===== src/rtl/dbg_tap_pkg.sv =====
// Shared types for the debug JTAG controller: the state encoding,
// the instruction codes and the data-register selection.
package dbg_tap_pkg;

    localparam int IR_W   = 4;
    localparam int ADDR_W = 2;
    localparam int ACK_W  = 3;

    localparam logic [IR_W-1:0]  IR_ABORT  = 4'h8;
    localparam logic [IR_W-1:0]  IR_DPACC  = 4'hA;
    localparam logic [IR_W-1:0]  IR_APACC  = 4'hB;
    localparam logic [IR_W-1:0]  IR_IDCODE = 4'hE;
    localparam logic [IR_W-1:0]  IR_BYPASS = 4'hF;
    localparam logic [IR_W-1:0]  IR_CAPTURE = 4'b0001;
    localparam logic [ACK_W-1:0] ACK_OK    = 3'b010;

    typedef enum logic [3:0] {
        ST_TLR, ST_RTI,
        ST_SEL_DR, ST_CAP_DR, ST_SHIFT_DR, ST_EXIT1_DR, ST_PAUSE_DR, ST_EXIT2_DR, ST_UPD_DR,
        ST_SEL_IR, ST_CAP_IR, ST_SHIFT_IR, ST_EXIT1_IR, ST_PAUSE_IR, ST_EXIT2_IR, ST_UPD_IR
    } tap_state_e;

    typedef enum logic [1:0] {
        DR_BYPASS, DR_IDCODE, DR_ACCESS, DR_ABORT
    } dr_sel_e;

endpackage


===== src/rtl/dbg_tap_fsm.sv =====
// Sixteen-state test access port machine.
// Assumes: trst_n is sampled synchronously on rising tck.
module dbg_tap_fsm
    import dbg_tap_pkg::*;
(
    input  logic       tck,
    input  logic       trst_n,
    input  logic       tms,
    output tap_state_e state
);
    tap_state_e nxt;

    // Next-state decode of the standard state graph.
    always_comb begin
        unique case (state)
            ST_TLR:      nxt = tms ? ST_TLR      : ST_RTI;
            ST_RTI:      nxt = tms ? ST_SEL_DR   : ST_RTI;
            ST_SEL_DR:   nxt = tms ? ST_SEL_IR   : ST_CAP_DR;
            ST_CAP_DR:   nxt = tms ? ST_EXIT1_DR : ST_SHIFT_DR;
            ST_SHIFT_DR: nxt = tms ? ST_EXIT1_DR : ST_SHIFT_DR;
            ST_EXIT1_DR: nxt = tms ? ST_UPD_DR   : ST_PAUSE_DR;
            ST_PAUSE_DR: nxt = tms ? ST_EXIT2_DR : ST_PAUSE_DR;
            ST_EXIT2_DR: nxt = tms ? ST_UPD_DR   : ST_SHIFT_DR;
            ST_UPD_DR:   nxt = tms ? ST_SEL_DR   : ST_RTI;
            ST_SEL_IR:   nxt = tms ? ST_TLR      : ST_CAP_IR;
            ST_CAP_IR:   nxt = tms ? ST_EXIT1_IR : ST_SHIFT_IR;
            ST_SHIFT_IR: nxt = tms ? ST_EXIT1_IR : ST_SHIFT_IR;
            ST_EXIT1_IR: nxt = tms ? ST_UPD_IR   : ST_PAUSE_IR;
            ST_PAUSE_IR: nxt = tms ? ST_EXIT2_IR : ST_PAUSE_IR;
            ST_EXIT2_IR: nxt = tms ? ST_UPD_IR   : ST_SHIFT_IR;
            ST_UPD_IR:   nxt = tms ? ST_SEL_DR   : ST_RTI;
            default:     nxt = ST_TLR;
        endcase
    end

    // State register with synchronous active-low reset.
    always_ff @(posedge tck) begin
        if (!trst_n) state <= ST_TLR;
        else         state <= nxt;
    end
endmodule


===== src/rtl/dbg_tap_ir.sv =====
// Instruction shift and hold registers plus decode to a data-register
// selection. Assumes: the state input comes from dbg_tap_fsm.
module dbg_tap_ir
    import dbg_tap_pkg::*;
(
    input  logic            tck,
    input  logic            trst_n,
    input  tap_state_e      state,
    input  logic            tdi,
    output logic [IR_W-1:0] ir_sr,
    output logic [IR_W-1:0] ir,
    output dr_sel_e         dr_sel,
    output logic            acc_ap
);
    // Shift register: capture pattern, shift LSB first.
    always_ff @(posedge tck) begin
        if (!trst_n)                 ir_sr <= '0;
        else if (state == ST_CAP_IR) ir_sr <= IR_CAPTURE;
        else if (state == ST_SHIFT_IR) ir_sr <= {tdi, ir_sr[IR_W-1:1]};
    end

    // Hold register: reload identification code in reset, latch on update.
    always_ff @(posedge tck) begin
        if (!trst_n || state == ST_TLR) ir <= IR_IDCODE;
        else if (state == ST_UPD_IR)    ir <= ir_sr;
    end

    // Decode; unknown codes fall back to bypass.
    always_comb begin
        acc_ap = 1'b0;
        unique case (ir)
            IR_DPACC:  dr_sel = DR_ACCESS;
            IR_APACC:  begin dr_sel = DR_ACCESS; acc_ap = 1'b1; end
            IR_ABORT:  dr_sel = DR_ABORT;
            IR_IDCODE: dr_sel = DR_IDCODE;
            default:   dr_sel = DR_BYPASS;
        endcase
    end
endmodule


===== src/rtl/dbg_tap_dr.sv =====
// Data registers sharing one shift chain, plus the held response of the
// last access. Assumes: the register file answers in the request cycle.
module dbg_tap_dr
    import dbg_tap_pkg::*;
#(
    parameter int          DATA_W     = 32,
    parameter logic [31:0] IDCODE_VAL = 32'h0000_0001
) (
    input  logic              tck,
    input  logic              trst_n,
    input  tap_state_e        state,
    input  dr_sel_e           dr_sel,
    input  logic              tdi,
    output logic              dr_tdo,
    output logic              req_valid,
    output logic [ADDR_W-1:0] req_addr,
    output logic              req_rnw,
    output logic [DATA_W-1:0] req_wdata,
    input  logic [ACK_W-1:0]  rsp_ack,
    input  logic [DATA_W-1:0] rsp_rdata,
    output logic              abort_valid,
    output logic [DATA_W-1:0] abort_data
);
    localparam int ACC_W  = DATA_W + ADDR_W + 1;
    localparam int HDR_W  = ADDR_W + 1;
    localparam int ID_PAD = ACC_W - 32;

    logic [ACC_W-1:0]  sr;
    logic [ACK_W-1:0]  ack_q;
    logic [DATA_W-1:0] rdata_q;

    // Shift chain: capture by selection, then shift with the length of the selection.
    always_ff @(posedge tck) begin
        if (!trst_n) begin
            sr <= '0;
        end else if (state == ST_CAP_DR) begin
            unique case (dr_sel)
                DR_ACCESS: sr <= {rdata_q, ack_q};
                DR_IDCODE: sr <= {{ID_PAD{1'b0}}, IDCODE_VAL};
                default:   sr <= '0;
            endcase
        end else if (state == ST_SHIFT_DR) begin
            unique case (dr_sel)
                DR_ACCESS, DR_ABORT: sr <= {tdi, sr[ACC_W-1:1]};
                DR_IDCODE: sr <= {sr[ACC_W-1:32], tdi, sr[31:1]};
                default:   sr <= {sr[ACC_W-1:1], tdi};
            endcase
        end
    end

    assign dr_tdo = sr[0];

    // Request fields come straight from the chain during Update-DR.
    assign req_valid   = (state == ST_UPD_DR) && (dr_sel == DR_ACCESS);
    assign req_rnw     = sr[0];
    assign req_addr    = sr[HDR_W-1:1];
    assign req_wdata   = sr[ACC_W-1:HDR_W];
    assign abort_valid = (state == ST_UPD_DR) && (dr_sel == DR_ABORT);
    assign abort_data  = sr[ACC_W-1:HDR_W];

    // Posted response: held until the next access capture.
    always_ff @(posedge tck) begin
        if (!trst_n) begin
            ack_q   <= ACK_OK;
            rdata_q <= '0;
        end else if (req_valid) begin
            ack_q   <= rsp_ack;
            rdata_q <= rsp_rdata;
        end
    end
endmodule


===== src/rtl/dbg_jtag_tap.sv =====
// Top of the debug JTAG controller: state machine, instruction path,
// data path and the serial output multiplexer.
// Assumes: one tck domain, register file responds combinationally.
module dbg_jtag_tap
    import dbg_tap_pkg::*;
#(
    parameter int          DATA_W     = 32,
    parameter logic [31:0] IDCODE_VAL = 32'h1BA5_E0C3
) (
    input  logic              tck,
    input  logic              trst_n,
    input  logic              tms,
    input  logic              tdi,
    output logic              tdo,
    output logic              req_valid,
    output logic              req_ap,
    output logic [1:0]        req_addr,
    output logic              req_rnw,
    output logic [DATA_W-1:0] req_wdata,
    input  logic [2:0]        rsp_ack,
    input  logic [DATA_W-1:0] rsp_rdata,
    output logic              abort_valid,
    output logic [DATA_W-1:0] abort_data
);
    tap_state_e      state_w;
    logic [IR_W-1:0] ir_sr_w;
    logic [IR_W-1:0] ir_w;
    dr_sel_e         dr_sel_w;
    logic            acc_ap_w;
    logic            dr_tdo_w;

    dbg_tap_fsm u_fsm (
        .tck(tck), .trst_n(trst_n), .tms(tms), .state(state_w)
    );

    dbg_tap_ir u_ir (
        .tck(tck), .trst_n(trst_n), .state(state_w), .tdi(tdi),
        .ir_sr(ir_sr_w), .ir(ir_w), .dr_sel(dr_sel_w), .acc_ap(acc_ap_w)
    );

    dbg_tap_dr #(.DATA_W(DATA_W), .IDCODE_VAL(IDCODE_VAL)) u_dr (
        .tck(tck), .trst_n(trst_n), .state(state_w), .dr_sel(dr_sel_w),
        .tdi(tdi), .dr_tdo(dr_tdo_w),
        .req_valid(req_valid), .req_addr(req_addr), .req_rnw(req_rnw),
        .req_wdata(req_wdata), .rsp_ack(rsp_ack), .rsp_rdata(rsp_rdata),
        .abort_valid(abort_valid), .abort_data(abort_data)
    );

    assign req_ap = acc_ap_w;

    // Serial output: active only in the two shift states.
    always_comb begin
        unique case (state_w)
            ST_SHIFT_IR: tdo = ir_sr_w[0];
            ST_SHIFT_DR: tdo = dr_tdo_w;
            default:     tdo = 1'b0;
        endcase
    end
endmodule


===== config.mk =====
export PLATFORM = sky130hd
export DESIGN_NAME = dbg_jtag_tap
export DESIGN_NICKNAME = d
export VERILOG_FILES = /design/src/rtl/dbg_tap_pkg.sv /design/src/rtl/dbg_tap_fsm.sv /design/src/rtl/dbg_tap_ir.sv /design/src/rtl/dbg_tap_dr.sv /design/src/rtl/dbg_jtag_tap.sv
export SDC_FILE = /design/constraint.sdc
export NUM_CORES = 1
export LEC_CHECK = 0
export BUFFER_PORTS_ARGS = -buffer_cell sky130_fd_sc_hd__buf_2
export CAP_MARGIN = 20
export CORE_UTILIZATION = 54
export CTS_BUF_LIST = sky130_fd_sc_hd__clkbuf_4 sky130_fd_sc_hd__clkbuf_8
export CTS_CLUSTER_DIAMETER = 60
export DETAILED_ROUTE_END_ITERATION = 8
export HOLD_SLACK_MARGIN = 0.03
export PLACE_DENSITY = 0.82
export SYNTH_ARGS = -nofsm -noshare
export SYNTH_HDL_FRONTEND = slang
export SYNTH_SLANG_ARGS = --single-unit

===== constraint.sdc =====
create_clock -name tck -period 2.44 [get_ports tck]
set_input_delay 0.122 -clock tck [delete_from_list [all_inputs] [get_ports tck]]
set_output_delay 0.122 -clock tck [all_outputs]
set_load 0.02 [all_outputs]

# Word level (Yosys, flattened, before mapping)
# Index checks and enable logic that the tools add are counted.
# W data, S select, Z words.
op_classes:
  eq_ne: 23
  n_reduce_logical: 17
  muxes: 22
  bitwise_logic: 1
ops:
  columns: ["operator", "n"]
  rows:
  - ["$pmux W35 S2", 2]
  - ["$mux W35", 2]
  - ["$eq A4 B4 Y1 const B", 12]
  - ["$pmux W4 S12", 1]
  - ["$eq A4 B3 Y1 const B", 4]
  - ["$mux W4", 4]
  - ["$reduce_or A2 Y1", 5]
  - ["$eq A4 B2 Y1 const B", 2]
  - ["$mux W1", 6]
  - ["$mux W2", 3]
  - ["$mux W3", 2]
  - ["$pmux W2 S3", 1]
  - ["$reduce_bool A2 Y1", 3]
  - ["$eq A2 B2 Y1 const B", 2]
  - ["$eq A4 B1 Y1 const B", 1]
  - ["$logic_not A4 Y1", 1]
  - ["$reduce_and A3 Y1", 1]
  - ["$reduce_bool A3 Y1", 1]
  - ["$reduce_or A3 Y1", 1]
  - ["$eq A2 B1 Y1 const B", 1]
  - ["$logic_and A1 B1 Y1", 2]
  - ["$ne A2 B1 Y1 const B", 1]
  - ["$pmux W1 S2", 1]
  - ["$reduce_and A2 Y1", 1]
  - ["3 further kinds", 3]
word_totals:
  reg_bits: 82
  output_inout_bits: 71
  in_bits: 39

# Depth between registers and ports, before layout
# Gate-level depths: netlist of run 1.
logic_depth:
  ltp_word: 8
  mapped_depth: 10

# Hierarchy
# Synthesis of run 1 repeated with hierarchy kept, for this count alone.
unflattened:
  cells_unflattened: 523
  area_unflattened_um2: 4593.2
modules_own_cells:
  columns: ["mod", "seq_area_each_um2", "cells_per_inst", "area_per_inst_um2", "n_inst"]
  rows:
  - ["dbg_tap_dr", 1401.3, 446, 3878.7, 1]
  - ["dbg_tap_ir", 160.2, 36, 365.4, 1]
  - ["dbg_tap_fsm", 80.1, 38, 315.3, 1]
  - ["dbg_jtag_tap", 0.0, 3, 33.8, 1]

# Worst setup path after synthesis of run 1
# No wires, ideal clock.
synth_path:
  kind: "register to register"
  from: "register u_ir.ir[1]"
  to: "register u_dr.sr[10]"
  synth_period_minus_slack_ns: 2.066
  arrival_time_ns: 1.944
  path_buffers: 1
  stages_incl_launch_ff: 8
  setup_slack_ns: 0.374
  cell_sequence: "dfxtp_1 -> xnor2_1 -> nand3_1 -> ha_1 -> or4b_4 -> a21oi_4 -> buf_2 -> a21oi_1"
synth_via:
  elab_chain_cells: 7
synth_rtl:
  columns: ["item", "line_no", "source"]
  rows:
  - ["start: declaration", "dbg_tap_ir.sv:11", "output logic [IR_W-1:0] ir,"]
  - ["start signal: assignment", "dbg_tap_ir.sv:25", "else if (state == ST_UPD_IR) ir <= ir_sr;"]
  - ["$eq A4 B4 Y1", "dbg_tap_ir.sv:31", "unique case (ir)"]
  - ["$reduce_or A2 Y1 (no line)", null, null]
  - ["$pmux W2 S3 (*)", "dbg_tap_ir.sv:31", null]
  - ["$eq A2 B2 Y1, on equally long branches", "dbg_tap_dr.sv:43, dbg_tap_dr.sv:37", null]
  - ["$reduce_or A2 Y1", "dbg_tap_dr.sv:43", "unique case (dr_sel)"]
  - ["$reduce_bool A3 Y1 (no line)", null, null]
  - ["$reduce_and A2 Y1 (no line)", null, null]
  - ["end signal: assignment", "dbg_tap_dr.sv:44", "DR_ACCESS, DR_ABORT: sr <= {tdi, sr[ACC_W-1:1]};"]
  - ["end signal: assignment", "dbg_tap_dr.sv:45", "DR_IDCODE: sr <= {sr[ACC_W-1:32], tdi, sr[31:1]};"]
  - ["end signal: assignment", "dbg_tap_dr.sv:46", "default: sr <= {sr[ACC_W-1:1], tdi};"]
  - ["end: declaration", "dbg_tap_dr.sv:28", "logic [ACC_W-1:0] sr;"]
# Every way passes the cells marked *; elsewhere a longest branch is shown, timed or not.
# A chain may end at the register's enable or synchronous reset.

# Final worst setup path of run 1
layout_path:
  from: "register u_ir.ir[1]"
  to: "register u_dr.sr[18]"
# The elaborated chain is that of the path after synthesis.

==> results of run 1 <==
worst max-delay path: stages, from the launching register on:
cell and delay, ns:
dfxtp_1 0.39, xnor2_1 0.14, nand3_1 0.14, ha_2 0.27, or4b_4 0.56, a21oi_4 0.23
buf_12 0.21, o21ai_0 0.10, a21oi_1 0.16
logic make-up after synthesis:
group                    share of synthesized area
AO/OA/AOI/OAI                                0.292
AND/OR/NAND/NOR                              0.144
flip-flops                                   0.419
buffers and inverters                        0.116
multiplexers                                0.0128
adder cells (fa/ha/maj)                     0.0128
XOR/XNOR                                   0.00447
power breakdown:
part	leakage, nW	total (W)	internal, W	switching, W
Sequential	0.662	0.00139	0.00136	0.0000251
Clock	0.0982	0.00103	0.000532	0.000502
Combinational	1.37	0.000313	0.000144	0.000169
state kept, by name, indices dropped and copies added, names as in the netlist:
register      flops
u_dr.sr          35
u_dr.rdata_q     32
u_fsm.state       4
u_ir.ir           4
u_ir.ir_sr        4
u_dr.ack_q        3
cell usage in the layout, fill, tap and decap left out, drive strengths merged, types with 6 or more instances in the layout:
master and instances:
a21boi 39, a21oi 55, a22oi 19, a2bb2oi 15
buf 125, clkbuf 12, dfxtp 82, dlygate4sd3 32
inv 6, nand2 91, nand3 8, o21ai 41
repair_timing:
item,4_1_cts,5_1_grt
hold endpoints to repair,32,0
gates cloned,1,1
pin swaps,1,1
resized for setup,0,5
hold buffers,32,0
endpoints found under the setup margin,30,39
buffers inserted,0,1
area by class of cell:
cell class                 count  area (um^2)
tap                           96          120
sequential                    82         1640
fill                         552         2020
inverter                       6         26.3
multi-input combinational    315         1850
timing repair buffer         158         1040
clock buffer                  11          151
clock inverter                 5         61.3
stage by stage:
stage	TNS, ns	cell area [um^2]	std cells	util
after floorplan	0	3920	474	-
after global placement	0	4290	622	0.620
after detailed placement	-2.46	4290	622	0.620
after CTS	0	4830	671	0.699
after global routing	0	4890	673	0.708
final	0	4890	673	0.708
worst paths after layout:
kind	slack, ns	endpoint	startpoint
min reg2reg	0.47	u_dr.rdata_q[2]	u_dr.rdata_q[2]
max	0.16	u_dr.sr[18]	u_ir.ir[1]
min	0.03	u_dr.rdata_q[29]	rsp_rdata[29]
max reg2reg	0.16	u_dr.sr[18]	u_ir.ir[1]
routing by layer:
metal | vias up | global-route usage | part of all wire | wire length (um)
li1 | 1818 | - | - | -
met1 | 1718 | 0.339 | 0.43 | 4320
met2 | 140 | 0.452 | 0.49 | 4880
met3 | 18 | 0.0550 | 0.059 | 587
met4 | 0 | 0.109 | 0.020 | 197
met5 | - | 0 | 0 | 0
==> impl_metrics.yaml, run 1 <==
status:
  run_status: "completed"
global_route:
  grt_overflow: 0
  antenna_found_initial: 0
  grt_use_total: 0.269
  grt_pass1_vias: 3432
  grt_max_degree: 63
  grt_pass1_wl_um: 15900
critical_path:
  worstPathMaxFanout: 31
  startpoint_type: "flip-flop"
  end_kind: "flip-flop"
  worstPathRequired_ns: 2.73
  path_class: "flip-flop to flip-flop"
  cp_data_arrival_time_ns: 2.57
  reg2reg_depth: 8
route:
  route.detailed.drc: 0
  routedWlPerCell_um: 14.8
  drtIter0Drc: 276
  wl_um: 9990
  via_count: 3694
  firstDrtPassIters: 4
  routed_via_density: 5.49
  postRouteAntennaNets: 0
timing:
  clock_skew_ns: 0.0126
  slew_violations: 0
  rsz0062_at_grt: "no"
  max_freq_mhz: 438
  fin_crit_ns: 2.28
  final_hold_viol_count: 0
  min_period_over_period: 0.936
  slew_headroom: 0.566
  fin_ws_ns: 0.156
  final-setup-viol-count: 0
  tightest_slew_ns: 0.651
  hold_ws_ns: 0.0319
min_path:
  min_path_type: "input port to flip-flop"
  holdPathStages: 3
yosys:
  synthArstFlopShare: 0
  synth-edff-count: 0
  synthFlopType: "dfxtp_1"
  synth_nets: 517
  synth-seq-area-share: 0.419
  synth_commonest_cells: "nand2_1 (91), dfxtp_1 (82), a21oi_1 (54), a21boi_0 (39)"
  syn_area_um2: 3920
  synth.most_common_cell: "nand2_1"
  avgSynthCellArea_um2: 8.27
  synthTopCellsByArea: "dfxtp_1 (42%), nand2_1 (8.7%), a21boi_0 (7.5%)"
  yosys_warnings: 0
  synth_top_area_cell: "dfxtp_1"
  ys_seq_elements: 82
  synth_cells: 474
  yosysUniqueCellTypes: 46
  yosysTopAreaCellShare: 0.419
cts:
  htreeDepth: 3
  cts_buffers: 9
  clock-sinks: 82
  max-clock-path-buffers: 2
  clkLatencyLatePin_ns: 0.36
  cts_tree: "built"
  clkTransAtPathRegs_ns: 0.08
  root_buffer: "clkbuf_8"
place:
  finalWeightedCongestion: 0.797
  dp_slack_ns: -0.138
  numPortBuffers: 109
  dp_hpwl_um: 5850
flow_run:
  max_cap_viol_count: 0
final_layout:
  drive_above_1_share: 0.265
  nets: 615
  area_growth_pct: 24.7
  antennaDiodeCount: 0
die:
  die-area_um2: 7600
  die_w_um: 87.2
  ios: 110
  initial_core_util: 0.567
  rows: 30
  core_area_um2: 6910
  die-height_um: 87.2
power:
  power.total_w: 0.00274
  ir_worst_vdd_mv: 0.323
  p_leak_nw: 2.13
  power_density_nw_per_um2: 560
Power figures use the tool's default switching activity.
==> run 2: changes to the inputs <==
--- a/config.mk
+++ b/config.mk
@@ -7,12 +7,12 @@
 export LEC_CHECK = 0
 export BUFFER_PORTS_ARGS = -buffer_cell sky130_fd_sc_hd__buf_2
 export CAP_MARGIN = 20
-export CORE_UTILIZATION = 54
+export CORE_UTILIZATION = 49
 export CTS_BUF_LIST = sky130_fd_sc_hd__clkbuf_4 sky130_fd_sc_hd__clkbuf_8
 export CTS_CLUSTER_DIAMETER = 60
 export DETAILED_ROUTE_END_ITERATION = 8
 export HOLD_SLACK_MARGIN = 0.03
-export PLACE_DENSITY = 0.82
+export PLACE_DENSITY = 0.79
 export SYNTH_ARGS = -nofsm -noshare
 export SYNTH_HDL_FRONTEND = slang
 export SYNTH_SLANG_ARGS = --single-unit
==> constraint.sdc (replaced) <==
create_clock -name tck -period 1.8 [get_ports tck]
set_input_delay 0.09 -clock tck [delete_from_list [all_inputs] [get_ports tck]]
set_output_delay 0.09 -clock tck [all_outputs]
set_load 0.02 [all_outputs]
==> run 2 against run 1 <==
Effect of this change: wire length is 23% higher; total power is 40% higher; global-route usage is 2.4 points higher; via count is 11% higher; largest power group unchanged; clock power is 42% higher; the flow now finishes with violations (setup timing); sequential cell count stayed put; highest routed layer unchanged.
==> impl_metrics.yaml, run 2 (synthesis results as in run 1) <==
status:
  run_status: "finished, violations left"
  violations: "setup timing"
timing:
  slew_violations: 0
  tightest_slew_ns: 0.535
  final_hold_viol_count: 0
  final-setup-viol-count: 68
  clock_skew_ns: 0.0119
  fin_crit_ns: 2.14
  rsz0062_at_grt: "yes"
  fin_ws_ns: -0.339
  slew_headroom: 0.643
  min_period_over_period: 1.19
  max_freq_mhz: 468
final_layout:
  final_common_cell: "buf_2"
  area_growth_pct: 43.1
  nets: 652
  top_register: "u_dr.sr"
  drive_above_1_share: 0.375
  stdcell_count: 716
  antennaDiodeCount: 0
  largestRegisters: "u_dr.sr (35), u_dr.rdata_q (32)"
  final_cell_mix: "buf_2 (107), nand2_1 (90), dfxtp_1 (79), a21oi_1 (35), dlygate4sd3_1 (34)"
  largest_register_ffs: 35
die:
  die-area_um2: 8360
  ios: 110
  die_w_um: 91.4
  initial_core_util: 0.507
  rows: 32
  die-height_um: 91.4
  core_area_um2: 7730
place:
  finalWeightedCongestion: 0.795
  numPortBuffers: 109
  dp.cells: 644
  dp_hpwl_um: 6560
power:
  power.total_w: 0.00384
  ir_worst_vdd_mv: 0.452
  p_leak_nw: 2.42
  power_density_nw_per_um2: 685
cts:
  clkTransAtPathRegs_ns: 0.08
  max-clock-path-buffers: 2
  clkLatencyLatePin_ns: 0.35
  cts_buffers: 9
  clock-sinks: 82
  htreeDepth: 3
  cts_tree: "built"
  root_buffer: "clkbuf_8"
critical_path:
  end_kind: "flip-flop"
  worstPathRequired_ns: 2.04
  path_class: "flip-flop to flip-flop"
  startpoint: "u_ir.ir[2]"
  startpoint_type: "flip-flop"
  timing.rr.start: "u_ir.ir[2]"
  worstPathMaxFanout: 5
  cp_data_arrival_time_ns: 2.38
global_route:
  grt_max_degree: 31
  antenna_found_initial: 0
  grt_pass1_vias: 4010
  grt_overflow: 0
  grt_use_total: 0.293
  grt_pass1_wl_um: 19400
route:
  route.detailed.drc: 0
  routed_via_density: 5.74
  drtIter0Drc: 289
  postRouteAntennaNets: 0
  wl_um: 12300
  firstDrtPassIters: 5
  routedWlPerCell_um: 17.1
  via_count: 4109
min_path:
  min_path_type: "input port to flip-flop"
  worstHoldStart: "rsp_rdata[31]"
flow_run:
  max_cap_viol_count: 0
-- run 2: cell count changes in the layout (fill, tap and decap cells not counted), moves of 6 or more --
cell | previous run | this run
a21oi_1 | 54 | 35
o21ai_1 | 10 | 16
buf_4 | 14 | 29
o21ai_0 | 31 | 21
a21boi_1 | 0 | 15
a21boi_0 | 39 | 23
a21oi_2 | 0 | 19
buf_6 | 0 | 14
-- run 2: final timing paths --
path                       to  slack, ns  cells after the start
max               u_dr.sr[23]      -0.34                      9
min          u_dr.rdata_q[31]       0.03                      3
max reg2reg       u_dr.sr[23]      -0.34                      9
min reg2reg   u_dr.rdata_q[7]       0.46                      2
-- run 2: layout make-up --
class	instances	area, um^2
clock inverter	3	45.0
inverter	6	30.0
multi-input combinational	314	2050
sequential	82	1650
timing repair buffer	196	1530
fill	524	2120
tap	102	128
clock buffer	13	179
-- run 2: where the power goes --
part,total (W),internal (W),switching [W],leakage [nW]
Clock,0.00146,0.000793,0.000668,0.108
Combinational,0.000492,0.000232,0.000260,1.65
Sequential,0.00189,0.00185,0.0000429,0.661
Total,0.00384,0.00287,0.000971,2.42
-- run 2: what timing repair did --
action,in CTS,in global routing
setup buffers,9,9
hold buffers,34,0
pin swaps,7,1
endpoints found under the setup margin,71,72
cloned,5,0
gates resized for setup,58,48
endpoints found under the hold margin,34,0
-- run 2: metrics by stage --
step | area (um^2) | setup TNS, ns | setup WS (ns) | hold WS, ns | utilization
2_1_floorplan | 3930 | -4.22 | -0.139 | 0.214 | -
5_1_grt | 5610 | -17.74 | -0.430 | 0.0588 | 0.726
3_3_place_gp | 4460 | -5.76 | -0.220 | 0.334 | 0.577
6_report | 5610 | -13.16 | -0.339 | 0.0321 | 0.726
4_1_cts | 5420 | -8.41 | -0.310 | 0.0350 | 0.701
3_5_place_dp | 4460 | -8.97 | -0.292 | 0.328 | 0.577
-- run 2: per-layer routing --
layer  vias up  GRT usage  part of all wire
met2       228      0.504              0.51
met5         -          0                 0
li1       1901          -                 -
met1      1940      0.348              0.40
met3        40     0.0528             0.065
met4         0      0.149             0.033
-- run 2: worst max-delay path, cell delays in order (launching register included) --
cell,delay (ns)
dfxtp_4,0.40
xnor2_4,0.13
nand3_2,0.13
ha_4,0.19
or4b_4,0.49
a21oi_4,0.24
buf_6,0.16
buf_6,0.13
buf_16,0.12
a21oi_2,0.05
